===== src/rtl/xw_pkg.sv =====
package xw_pkg;
  localparam int VPN_W = 20;
  localparam int OFF_W = 12;
  localparam int LVL_W = 10;
  localparam int BIT_PRESENT = 0;
  localparam int BIT_WRITABLE = 1;
  localparam int BIT_USER = 2;
  localparam int BIT_ACCESSED = 5;
  localparam int BIT_DIRTY = 6;

  typedef struct packed {
    logic [VPN_W-1:0] vpn;
    logic [VPN_W-1:0] ppn;
    logic             usr_ok;
    logic             wr_ok;
    logic             dirty;
  } tlb_ent_t;

  typedef enum logic [2:0] {
    S_IDLE, S_PDE_RD, S_PDE_WT, S_PTE_RD, S_PTE_WT, S_PDE_WB, S_PTE_WB, S_FILL
  } walk_st_t;
endpackage


===== src/rtl/xw_perm.sv =====
module xw_perm (
  input  logic user,
  input  logic write,
  input  logic us_bit,
  input  logic rw_bit,
  output logic allow
);
  always_comb allow = !user || (us_bit && (!write || rw_bit));
endmodule


===== src/rtl/xw_tlb.sv =====
module xw_tlb
  import xw_pkg::*;
#(
  parameter int DEPTH = 32,
  localparam int IW = (DEPTH > 1) ? $clog2(DEPTH) : 1
) (
  input  logic             clk,
  input  logic             rst_n,
  input  logic             flush,
  input  logic [VPN_W-1:0] lk_vpn,
  output logic             hit,
  output logic [IW-1:0]    hit_idx,
  output tlb_ent_t         hit_ent,
  input  logic             fill_en,
  input  logic             fill_reuse,
  input  logic [IW-1:0]    fill_idx,
  input  tlb_ent_t         fill_ent
);
  tlb_ent_t         ents [DEPTH];
  logic [DEPTH-1:0] vld;
  logic [DEPTH-1:0] match;
  logic [IW-1:0]    ptr;
  logic [IW-1:0]    slot;

  for (genvar g = 0; g < DEPTH; g++) begin : g_cmp
    assign match[g] = vld[g] && (ents[g].vpn == lk_vpn);
  end

  always_comb begin
    hit_idx = '0;
    for (int i = 0; i < DEPTH; i++)
      if (match[i]) hit_idx = IW'(i);
  end

  assign hit     = |match;
  assign hit_ent = ents[hit_idx];
  assign slot    = fill_reuse ? fill_idx : ptr;

  always_ff @(posedge clk) begin
    if (!rst_n) begin
      vld <= '0;
      ptr <= '0;
    end else if (flush) begin
      vld <= '0;
    end else if (fill_en) begin
      vld[slot] <= 1'b1;
      if (!fill_reuse) ptr <= (ptr == IW'(DEPTH - 1)) ? '0 : ptr + 1'b1;
    end
  end

  always_ff @(posedge clk)
    if (fill_en) ents[slot] <= fill_ent;

  p_single_match_r9: assert property (@(posedge clk) disable iff (!rst_n)
    $onehot0(match));
  p_flush_clears_r10: assert property (@(posedge clk) disable iff (!rst_n)
    flush |=> !hit);
endmodule


===== src/rtl/xlat_walker.sv =====
module xlat_walker
  import xw_pkg::*;
#(
  parameter int TLB_DEPTH = 32,
  localparam int IW = (TLB_DEPTH > 1) ? $clog2(TLB_DEPTH) : 1
) (
  input  logic        clk,
  input  logic        rst_n,
  input  logic [31:0] dir_base,
  input  logic        flush,
  input  logic        req_valid,
  output logic        req_ready,
  input  logic [31:0] req_lin,
  input  logic        req_write,
  input  logic        req_user,
  output logic        res_valid,
  input  logic        res_ready,
  output logic [31:0] res_phys,
  output logic        res_fault,
  output logic [31:0] fault_addr,
  output logic        mem_req_valid,
  input  logic        mem_req_ready,
  output logic [31:0] mem_req_addr,
  output logic        mem_req_we,
  output logic [31:0] mem_req_wdata,
  input  logic        mem_rsp_valid,
  input  logic [31:0] mem_rsp_data
);
  walk_st_t    st;
  logic [31:0] lin_q, pde_q, pte_q;
  logic        wr_q, usr_q, reuse_q;
  logic [IW-1:0] reuse_idx_q;
  logic        done_q;

  logic        hit;
  logic [IW-1:0] hit_idx;
  tlb_ent_t    hit_ent, fill_ent;
  logic        fill_en;
  logic        hit_allow, walk_allow;
  logic [31:0] pde_addr, pte_addr, pte_new;
  logic        pte_needs_wb;

  xw_tlb #(.DEPTH(TLB_DEPTH)) u_tlb (
    .clk(clk), .rst_n(rst_n), .flush(flush),
    .lk_vpn(req_lin[31:OFF_W]), .hit(hit), .hit_idx(hit_idx), .hit_ent(hit_ent),
    .fill_en(fill_en), .fill_reuse(reuse_q), .fill_idx(reuse_idx_q), .fill_ent(fill_ent)
  );

  xw_perm u_hit_perm (
    .user(req_user), .write(req_write),
    .us_bit(hit_ent.usr_ok), .rw_bit(hit_ent.wr_ok), .allow(hit_allow)
  );

  xw_perm u_walk_perm (
    .user(usr_q), .write(wr_q),
    .us_bit(pde_q[BIT_USER] & mem_rsp_data[BIT_USER]),
    .rw_bit(pde_q[BIT_WRITABLE] & mem_rsp_data[BIT_WRITABLE]),
    .allow(walk_allow)
  );

  assign pde_addr = dir_base + {20'd0, lin_q[31:32-LVL_W], 2'b00};
  assign pte_addr = {pde_q[31:OFF_W], {OFF_W{1'b0}}} + {20'd0, lin_q[31-LVL_W:OFF_W], 2'b00};
  assign pte_new  = pte_q | (32'd1 << BIT_ACCESSED) | ({31'd0, wr_q} << BIT_DIRTY);
  assign pte_needs_wb = !pte_q[BIT_ACCESSED] || (wr_q && !pte_q[BIT_DIRTY]);

  assign fill_en = (st == S_FILL);
  always_comb begin
    fill_ent.vpn    = lin_q[31:OFF_W];
    fill_ent.ppn    = pte_q[31:OFF_W];
    fill_ent.usr_ok = pde_q[BIT_USER] & pte_q[BIT_USER];
    fill_ent.wr_ok  = pde_q[BIT_WRITABLE] & pte_q[BIT_WRITABLE];
    fill_ent.dirty  = pte_q[BIT_DIRTY] | wr_q;
  end

  assign req_ready = (st == S_IDLE) && !done_q;

  always_comb begin
    mem_req_valid = 1'b0;
    mem_req_addr  = pde_addr;
    mem_req_we    = 1'b0;
    mem_req_wdata = '0;
    unique case (st)
      S_PDE_RD: mem_req_valid = 1'b1;
      S_PTE_RD: begin mem_req_valid = 1'b1; mem_req_addr = pte_addr; end
      S_PDE_WB: begin
        mem_req_valid = 1'b1;
        mem_req_we    = 1'b1;
        mem_req_wdata = pde_q | (32'd1 << BIT_ACCESSED);
      end
      S_PTE_WB: begin
        mem_req_valid = 1'b1;
        mem_req_addr  = pte_addr;
        mem_req_we    = 1'b1;
        mem_req_wdata = pte_new;
      end
      default: ;
    endcase
  end

  assign res_valid = done_q;

  always_ff @(posedge clk) begin
    if (!rst_n) begin
      st <= S_IDLE; done_q <= 1'b0; res_phys <= '0; res_fault <= 1'b0;
      fault_addr <= '0; lin_q <= '0; pde_q <= '0; pte_q <= '0;
      wr_q <= 1'b0; usr_q <= 1'b0; reuse_q <= 1'b0; reuse_idx_q <= '0;
    end else begin
      if (done_q && res_ready) done_q <= 1'b0;
      unique case (st)
        S_IDLE: if (req_valid && req_ready) begin
          lin_q <= req_lin; wr_q <= req_write; usr_q <= req_user;
          reuse_q <= 1'b0; reuse_idx_q <= hit_idx;
          if (hit && !hit_allow) begin
            done_q <= 1'b1; res_fault <= 1'b1; res_phys <= '0; fault_addr <= req_lin;
          end else if (hit && req_write && !hit_ent.dirty) begin
            reuse_q <= 1'b1;
            st <= S_PDE_RD;
          end else if (hit) begin
            done_q <= 1'b1; res_fault <= 1'b0;
            res_phys <= {hit_ent.ppn, req_lin[OFF_W-1:0]};
          end else begin
            st <= S_PDE_RD;
          end
        end
        S_PDE_RD: if (mem_req_ready) st <= S_PDE_WT;
        S_PDE_WT: if (mem_rsp_valid) begin
          pde_q <= mem_rsp_data;
          if (!mem_rsp_data[BIT_PRESENT]) begin
            st <= S_IDLE; done_q <= 1'b1; res_fault <= 1'b1; res_phys <= '0;
            fault_addr <= lin_q;
          end else st <= S_PTE_RD;
        end
        S_PTE_RD: if (mem_req_ready) st <= S_PTE_WT;
        S_PTE_WT: if (mem_rsp_valid) begin
          pte_q <= mem_rsp_data;
          if (!mem_rsp_data[BIT_PRESENT] || !walk_allow) begin
            st <= S_IDLE; done_q <= 1'b1; res_fault <= 1'b1; res_phys <= '0;
            fault_addr <= lin_q;
          end else begin
            res_phys <= {mem_rsp_data[31:OFF_W], lin_q[OFF_W-1:0]};
            res_fault <= 1'b0;
            if (!pde_q[BIT_ACCESSED]) st <= S_PDE_WB;
            else if (!mem_rsp_data[BIT_ACCESSED] || (wr_q && !mem_rsp_data[BIT_DIRTY]))
              st <= S_PTE_WB;
            else st <= S_FILL;
          end
        end
        S_PDE_WB: if (mem_req_ready) st <= pte_needs_wb ? S_PTE_WB : S_FILL;
        S_PTE_WB: if (mem_req_ready) st <= S_FILL;
        S_FILL: begin st <= S_IDLE; done_q <= 1'b1; end
        default: st <= S_IDLE;
      endcase
    end
  end

  p_res_hold_r11: assert property (@(posedge clk) disable iff (!rst_n)
    (res_valid && !res_ready) |=> (res_valid && $stable(res_phys) && $stable(res_fault)));
  p_mem_hold_r11: assert property (@(posedge clk) disable iff (!rst_n)
    (mem_req_valid && !mem_req_ready) |=>
      (mem_req_valid && $stable(mem_req_addr) && $stable(mem_req_we) && $stable(mem_req_wdata)));
  p_ready_idle_r11: assert property (@(posedge clk) disable iff (!rst_n)
    req_ready |-> (!res_valid && !mem_req_valid));
  p_fault_addr_r12: assert property (@(posedge clk) disable iff (!rst_n)
    !$stable(fault_addr) |-> (res_valid && res_fault));
  p_hit_fast_r7: assert property (@(posedge clk) disable iff (!rst_n)
    (req_valid && req_ready && hit && !(req_write && !hit_ent.dirty)) |=>
      (res_valid && !mem_req_valid));
  p_wb_write_only_r6: assert property (@(posedge clk) disable iff (!rst_n)
    (mem_req_valid && mem_req_we) |-> !res_valid);
endmodule


===== config.mk =====
export PLATFORM = sky130hd
export DESIGN_NAME = xlat_walker
export DESIGN_NICKNAME = d
export VERILOG_FILES = /design/src/rtl/xw_pkg.sv /design/src/rtl/xw_perm.sv /design/src/rtl/xw_tlb.sv /design/src/rtl/xlat_walker.sv
export SDC_FILE = /design/constraint.sdc
export NUM_CORES = 2
export LEC_CHECK = 0
export BUFFER_PORTS_ARGS = -buffer_cell sky130_fd_sc_hd__buf_2
export CAP_MARGIN = 30
export CORE_AREA = 2 2 350 352
export CTS_CLUSTER_SIZE = 20
export DETAILED_ROUTE_END_ITERATION = 7
export DIE_AREA = 0 0 352 354
export GPL_TIMING_DRIVEN = 0
export PLACE_DENSITY = 0.79
export SYNTH_ARGS = -nofsm -noshare
export SYNTH_HDL_FRONTEND = slang
export SYNTH_SLANG_ARGS = --single-unit

===== constraint.sdc =====
create_clock -name clk -period 4.8 [get_ports clk]
set_input_delay 0.48 -clock clk [delete_from_list [all_inputs] [get_ports clk]]
set_output_delay 0.48 -clock clk [all_outputs]
set_load 0.01 [all_outputs]

* Word level (Yosys, flattened, before mapping) *
Memories as Yosys holds them, arrays and structs flattened.
Cells that the tools add are included.

storage, ports and cells
  register bits = 210
  RAM bits = 1376
  output and inout port bits = 133
  logic and storage cells = 255
  memories = 1

operators by class
  add/sub/neg operators = 3
  $lt $le $gt $ge = 2
  equality and inequality tests = 54
  multiplexer cells = 94
  bitwise logic cells = 10
  reductions and logical operators = 77

memories
  name        depth  width  read ports  clocked after memory_dff  wr ports  line          text
  u_tlb.ents  32     43     33          0                         1         xw_tlb.sv:19  tlb_ent_t ents [DEPTH];

operator list
  cell                                                                          number
  20-bit equality test                                                          32
  32-bit two-way mux                                                            15
  32-bit one-hot mux with 3 select lines                                        2
  5-bit two-way mux                                                             18
  32-bit by 12-bit adder with 32-bit output                                     2
  32-bit one-hot mux with 2 select lines                                        1
  3-bit two-way mux                                                             15
  1-bit logical AND                                                             43
  4-bit two-way mux                                                             8
  32-bit OR                                                                     1
  32-bit by 7-bit OR with 32-bit output                                         1
  32-bit OR reduction                                                           1
  1-bit two-way mux                                                             27
  3-bit one-hot mux with 8 select lines                                         1
  2-bit != test, second input constant                                          9
  7-bit AND reduction                                                           2
  1-bit logical NOT                                                             13
  3-bit equality test, second input constant                                    4
  9-bit AND reduction                                                           1
  2-bit two-way mux                                                             4
  1-bit logical OR                                                              7
  3-bit by 2-bit equality test with 1-bit output, second input constant         2
  5-bit by 6-bit less-than comparator with 1-bit output, second input constant  1
  3-bit by 2-bit != test with 1-bit output, second input constant               2
  other kinds (18)                                                              28

* Longest topological paths before layout *
An unclocked memory read counts as a cell.

  depth after elaboration = 43
  gate-level depth with buffers = 23

* Cells and area by module *
A second synthesis with hierarchy kept.

unflattened totals
  cell total of the unflattened synthesis = 5597
  area total of the unflattened synthesis = 73987.2 µm²

modules (own cells, without submodules)
  module       times used  cells each  area each (µm²)  sequential area each (µm²)
  xw_tlb       1           4513        65476.5          42060.3
  xlat_walker  1           1078        8480.6           3463.3
  xw_perm      2           3           15.0             0.0

* Worst setup path before layout *
No wires, ideal clock.

  kind = input-to-reg
  start point = input req_lin[24]
  end point = register res_phys[22]
  data arrival time = 4.665 ns
  slack = -0.017 ns
  stages on the path = 20
  cell sequence = clkbuf_1 xnor2_1 or4b_1 or4_1 a211oi_1 o21ai_1 o2111a_1 a222oi_1 buf_4 buf_6 buf_6 buf_4 buf_4 buf_2 mux2i_1 o22ai_1 o32ai_1 nor3_1 a221oi_1 a221oi_2

on the way
  cells in the longest elaborated chain, start to end = 42
  elaborated cells on any way between the ends = 113
  classes of those cells = 34 x eq/ne; 36 x mux; 42 x reduce/logical; 1 x memory

RTL lines
  item                                    line                text
  start: declaration                      xlat_walker.sv:13   input logic [31:0] req_lin,
  20-bit equality test                    xw_tlb.sv:26        assign match[g] = vld[g] && (ents[g].vpn == lk_vpn);
  1-bit logical AND                       xw_tlb.sv:26
  1-bit two-way mux                       xw_tlb.sv:32        if (match[i]) hit_idx = IW'(i);
  2-bit two-way mux (2 in a row)          xw_tlb.sv:32
  3-bit two-way mux (4 in a row)          xw_tlb.sv:32
  4-bit two-way mux (8 in a row)          xw_tlb.sv:32
  5-bit two-way mux (16 in a row)         xw_tlb.sv:32
  memory 32 x 43 bit                      --
  1-bit logical OR                        xw_perm.sv:8        always_comb allow = !user || (us_bit && (!write || rw_bit));
  1-bit logical AND                       xw_perm.sv:8
  1-bit logical OR                        xw_perm.sv:8
  1-bit logical NOT                       xlat_walker.sv:113  if (hit && !hit_allow) begin
  1-bit logical AND                       xlat_walker.sv:113
  32-bit two-way mux                      xlat_walker.sv:113
  32-bit two-way mux                      xlat_walker.sv:110  S_IDLE: if (req_valid && req_ready) begin
  32-bit one-hot mux with 3 select lines  xlat_walker.sv:109  unique case (st)
  end signal: assignment                  xlat_walker.sv:120  res_phys <= {hit_ent.ppn, req_lin[OFF_W-1:0]};
  end signal: assignment                  xlat_walker.sv:140  res_phys <= {mem_rsp_data[31:OFF_W], lin_q[OFF_W-1:0]};
  end: declaration                        xlat_walker.sv:18   output logic [31:0] res_phys,

Parallel ways exist; a longest one is shown, timed or not. The select of a mux whose other input is x is not followed.
A chain may end at the register's enable or synchronous reset.

==> results.toml <==
[floorplan]
fp-row-count = 128
die_h_um = 354
start_util_pct = 55.7
dieArea_um2 = 125000
die_width_um = 352
coreArea_um2 = 121000
io_pins = 238

[clock_tree]
htreeDepth = 4
cts_sinks = 1586
cts_tree = "yes"
cts_made_buffers = 157
insertion_delay_ns = 0.79
clockRootBuffer = "clkbuf_16"
cts_max_path_buffers = 3
clkTransAtPathRegs_ns = 0.07

[yosys]
synth.distinct_cells = 81
synth_top_cell_area_share_pct = 61.3
seq_area_frac_synth_pct = 67.5
yosysTopAreaCell = "edfxtp_1"
ys_ff_latch = 1586
syn_area_um2 = 67400
synth_ff_type = "edfxtp_1"
synth_edf_count = 1376
yosysMostFrequentCell = "edfxtp_1"
syn_avg_cell_area_um2 = 14.2
yosysWarnings = 0
async_flop_share_pct = 0
yosys-top-cells-count = "1376 x edfxtp_1, 480 x xnor2_1, 353 x mux2i_1, 353 x nand2_1, 210 x dfxtp_1"
synth_nets = 4875
synthCells = 4757
synth_area_leaders = "edfxtp_1 61%, dfxtp_1 6.2%, xnor2_1 6.2%"

[setup_path]
crit_type = "reg -> reg"
cp_common_cell = "buf_4"
r2r-start = "u_tlb.ents[23][42]"
arrival_ns = 6.20
cp.depth = 21
critical_path.startpoint = "u_tlb.ents[23][42]"
worst_path_max_delay_cell = "or4_4"
endpoint = "fault_addr[17]"
critPathLaunchType = "flip-flop"
crit_family = "compound AO/OA/AOI/OAI gates"
endpoint_kind = "flip-flop"
worstPathRequired_ns = 5.49
path_buf_inv = 6
cp_max_fo = 8
reg2reg_to = "fault_addr[17]"
r2r_slack_ns = -0.71
max_stage_delay_ns = 0.62
r2r_cells = 21
path_cells = "xor2_1, or4b_1, or4_4, or2_4, buf_4, nand2_1, o221ai_4, a221oi_4, buf_6, buf_4, mux2_2, o21ai_0, a31oi_1, nand4_1, o21ai_2, a211oi_2, buf_6, buf_4, buf_8, nor2_1, a311oi_1"

[sta]
hold_viol = 0
slew_headroom_pct = 20.5
postLayoutSetupSlackWorst_ns = -0.714
fmax_ghz = 0.181
worst_pin_slew_ns = 1.18
rsz0062_at_grt = "true"
drv_slew = 0
period_share_pct = 115
period_minus_slack_ns = 5.51
skew_ns = 0.0335
tns_ns = -39.20
setup_viol = 68

[routing]
routed.top_layer = "met5"
wl_met1_um = 75500
avgRoutedWirePerCell_um = 31.3
dr_wl_met2_um = 102000
drc = 0
finalWirelength_um = 222000
wl_met3_um = 27200
vias = 47400
first_pass_iters = 7
vias_per_cell = 6.69
postRouteAntennaNets = 0
drt_iter0_markers = 7806

[global_route]
grt_pass1_wl_um = 312000
grt_usage_pct = 34.5
grt_max_degree = 35
antenna_found_initial = 11
grt_overflow = 0
grt_pass1_vias = 45700

[cells_and_area]
fin_util_pct = 66.7
drive_gt1_share_pct = 19.1
syn_to_final_growth_pct = 19.7
nNetsFinal = 5440

[placed_design]
portBuffers = 216
place_congestion = 0.964
dpl.hpwl_um = 141000

[status]
status = "complete, but fails checks"
violations = "negative setup slack"

[power]
power.ir.vdd_worst_mv = 0.341
leakage_nw = 24.5
p_total_w = 0.0330
power.density_nw_per_um2 = 409

[job]
cap_violations = 0

[hold_path]
hold_path.class = "in -> reg"
[per-layer routing]
metal / GRT usage [%] / up-vias
met5: 0 / -
met2: 54.7 / 3957
met1: 43.6 / 23200
met3: 6.79 / 992
li1: - / 19300
met4: 22.6 / 8
[tightest hold or removal path, stage by stage]
cell and delay, ns:
buf_2 0.14, nand2_1 0.07, a21oi_1 0.06
[through the flow]
| stage | cell area, µm² | worst slack, ns | instances | hold slack [ns] |
|---|---|---|---|---|
| after floorplan | 67400 | 0.00819 | 4757 | 0.436 |
| after global placement | 70500 | -3.59 | 6598 | 0.441 |
| after detailed placement | 72600 | -2.83 | 6684 | 0.447 |
| after CTS | 79800 | -0.577 | 7063 | 0.00131 |
| after global routing | 80700 | -0.830 | 7082 | 0.0324 |
| final | 80700 | -0.714 | 7087 | 0.0297 |
[layout by cell type (no fill, tap or decap), drive strengths merged, types with 15 or more instances in the layout]
cell type,instances
clkbuf,354
o22ai,120
o21ai,43
and2,20
edfxtp,1376
nand4,208
dlygate4sd3,40
xor2,189
nand3,82
nor3,35
nor2,182
o221ai,43
buf,491
nor3b,27
a211oi,24
o21a,35
mux2i,353
nand4b,22
xnor2,480
clkinv,48
and3,17
or2,27
a22o,34
a21oi,163
inv,64
nor4,102
dfxtp,210
nand2,354
o32ai,19
a311oi,34
o31ai,20
a221oi,58
mux2,15
[sequential cells by signal (all words and copies together), names as in the netlist]
register and count:
u_tlb.ents 1376, fault_addr 32, lin_q 32, pde_q 32, pte_q 32, res_phys 32
u_tlb.vld 32, reuse_idx_q 5, u_tlb.ptr 5, st 3, res_fault 1, res_valid 1
reuse_q 1, usr_q 1, wr_q 1
[worst min path at each step]
stage                                start         to  slack [ns]  cells past startpoint
after detailed placement          pde_q[6]   pde_q[6]        0.45                      2
after global placement            pde_q[6]   pde_q[6]        0.44                      2
after global routing      mem_rsp_data[18]  pde_q[18]        0.03                      3
after floorplan                   pde_q[0]   pde_q[0]        0.44                      2
final                     mem_rsp_data[18]  pde_q[18]        0.03                      3
after CTS                  mem_rsp_data[0]   pde_q[0]       0.001                      3
[where the power goes]
group	internal [W]	switching, W	total [W]
Combinational	0.00161	0.00289	0.00450
Clock	0.00724	0.00524	0.0125
Sequential	0.0155	0.000522	0.0160
Total	0.0243	0.00865	0.0330
[repair_timing]
| action | CTS | global route |
|---|---|---|
| resized for setup | 281 | 156 |
| cloned | 6 | 2 |
| setup buffers | 42 | 12 |
| hold buffers | 40 | 0 |
| hold endpoints to repair | 64 | 0 |
| setup endpoints to repair | 88 | 83 |
| pin swaps | 71 | 60 |
[cell families after synthesis]
logic type,count (synthesis),share of synthesized area (%)
multiplexers,370,5.56
XOR/XNOR,669,8.69
AO/OA/AOI/OAI,650,7.01
AND/OR/NAND/NOR,1148,8.76
flip-flops,1586,67.5
buffers and inverters,321,2.19
adder cells (fa/ha/maj),13,0.252
[area by class of cell]
class | count | area, µm²
diodes | 8 | 20.0
flip-flops and latches | 1586 | 45600
clock inverters | 69 | 709
well taps | 1625 | 2030
clock buffers | 222 | 4460
fillers | 7817 | 40200
repair buffers | 407 | 3990
inverters | 61 | 229
plain buffers | 259 | 1830
multi-input cells | 2850 | 21800
(Power assumes the default switching activity.)
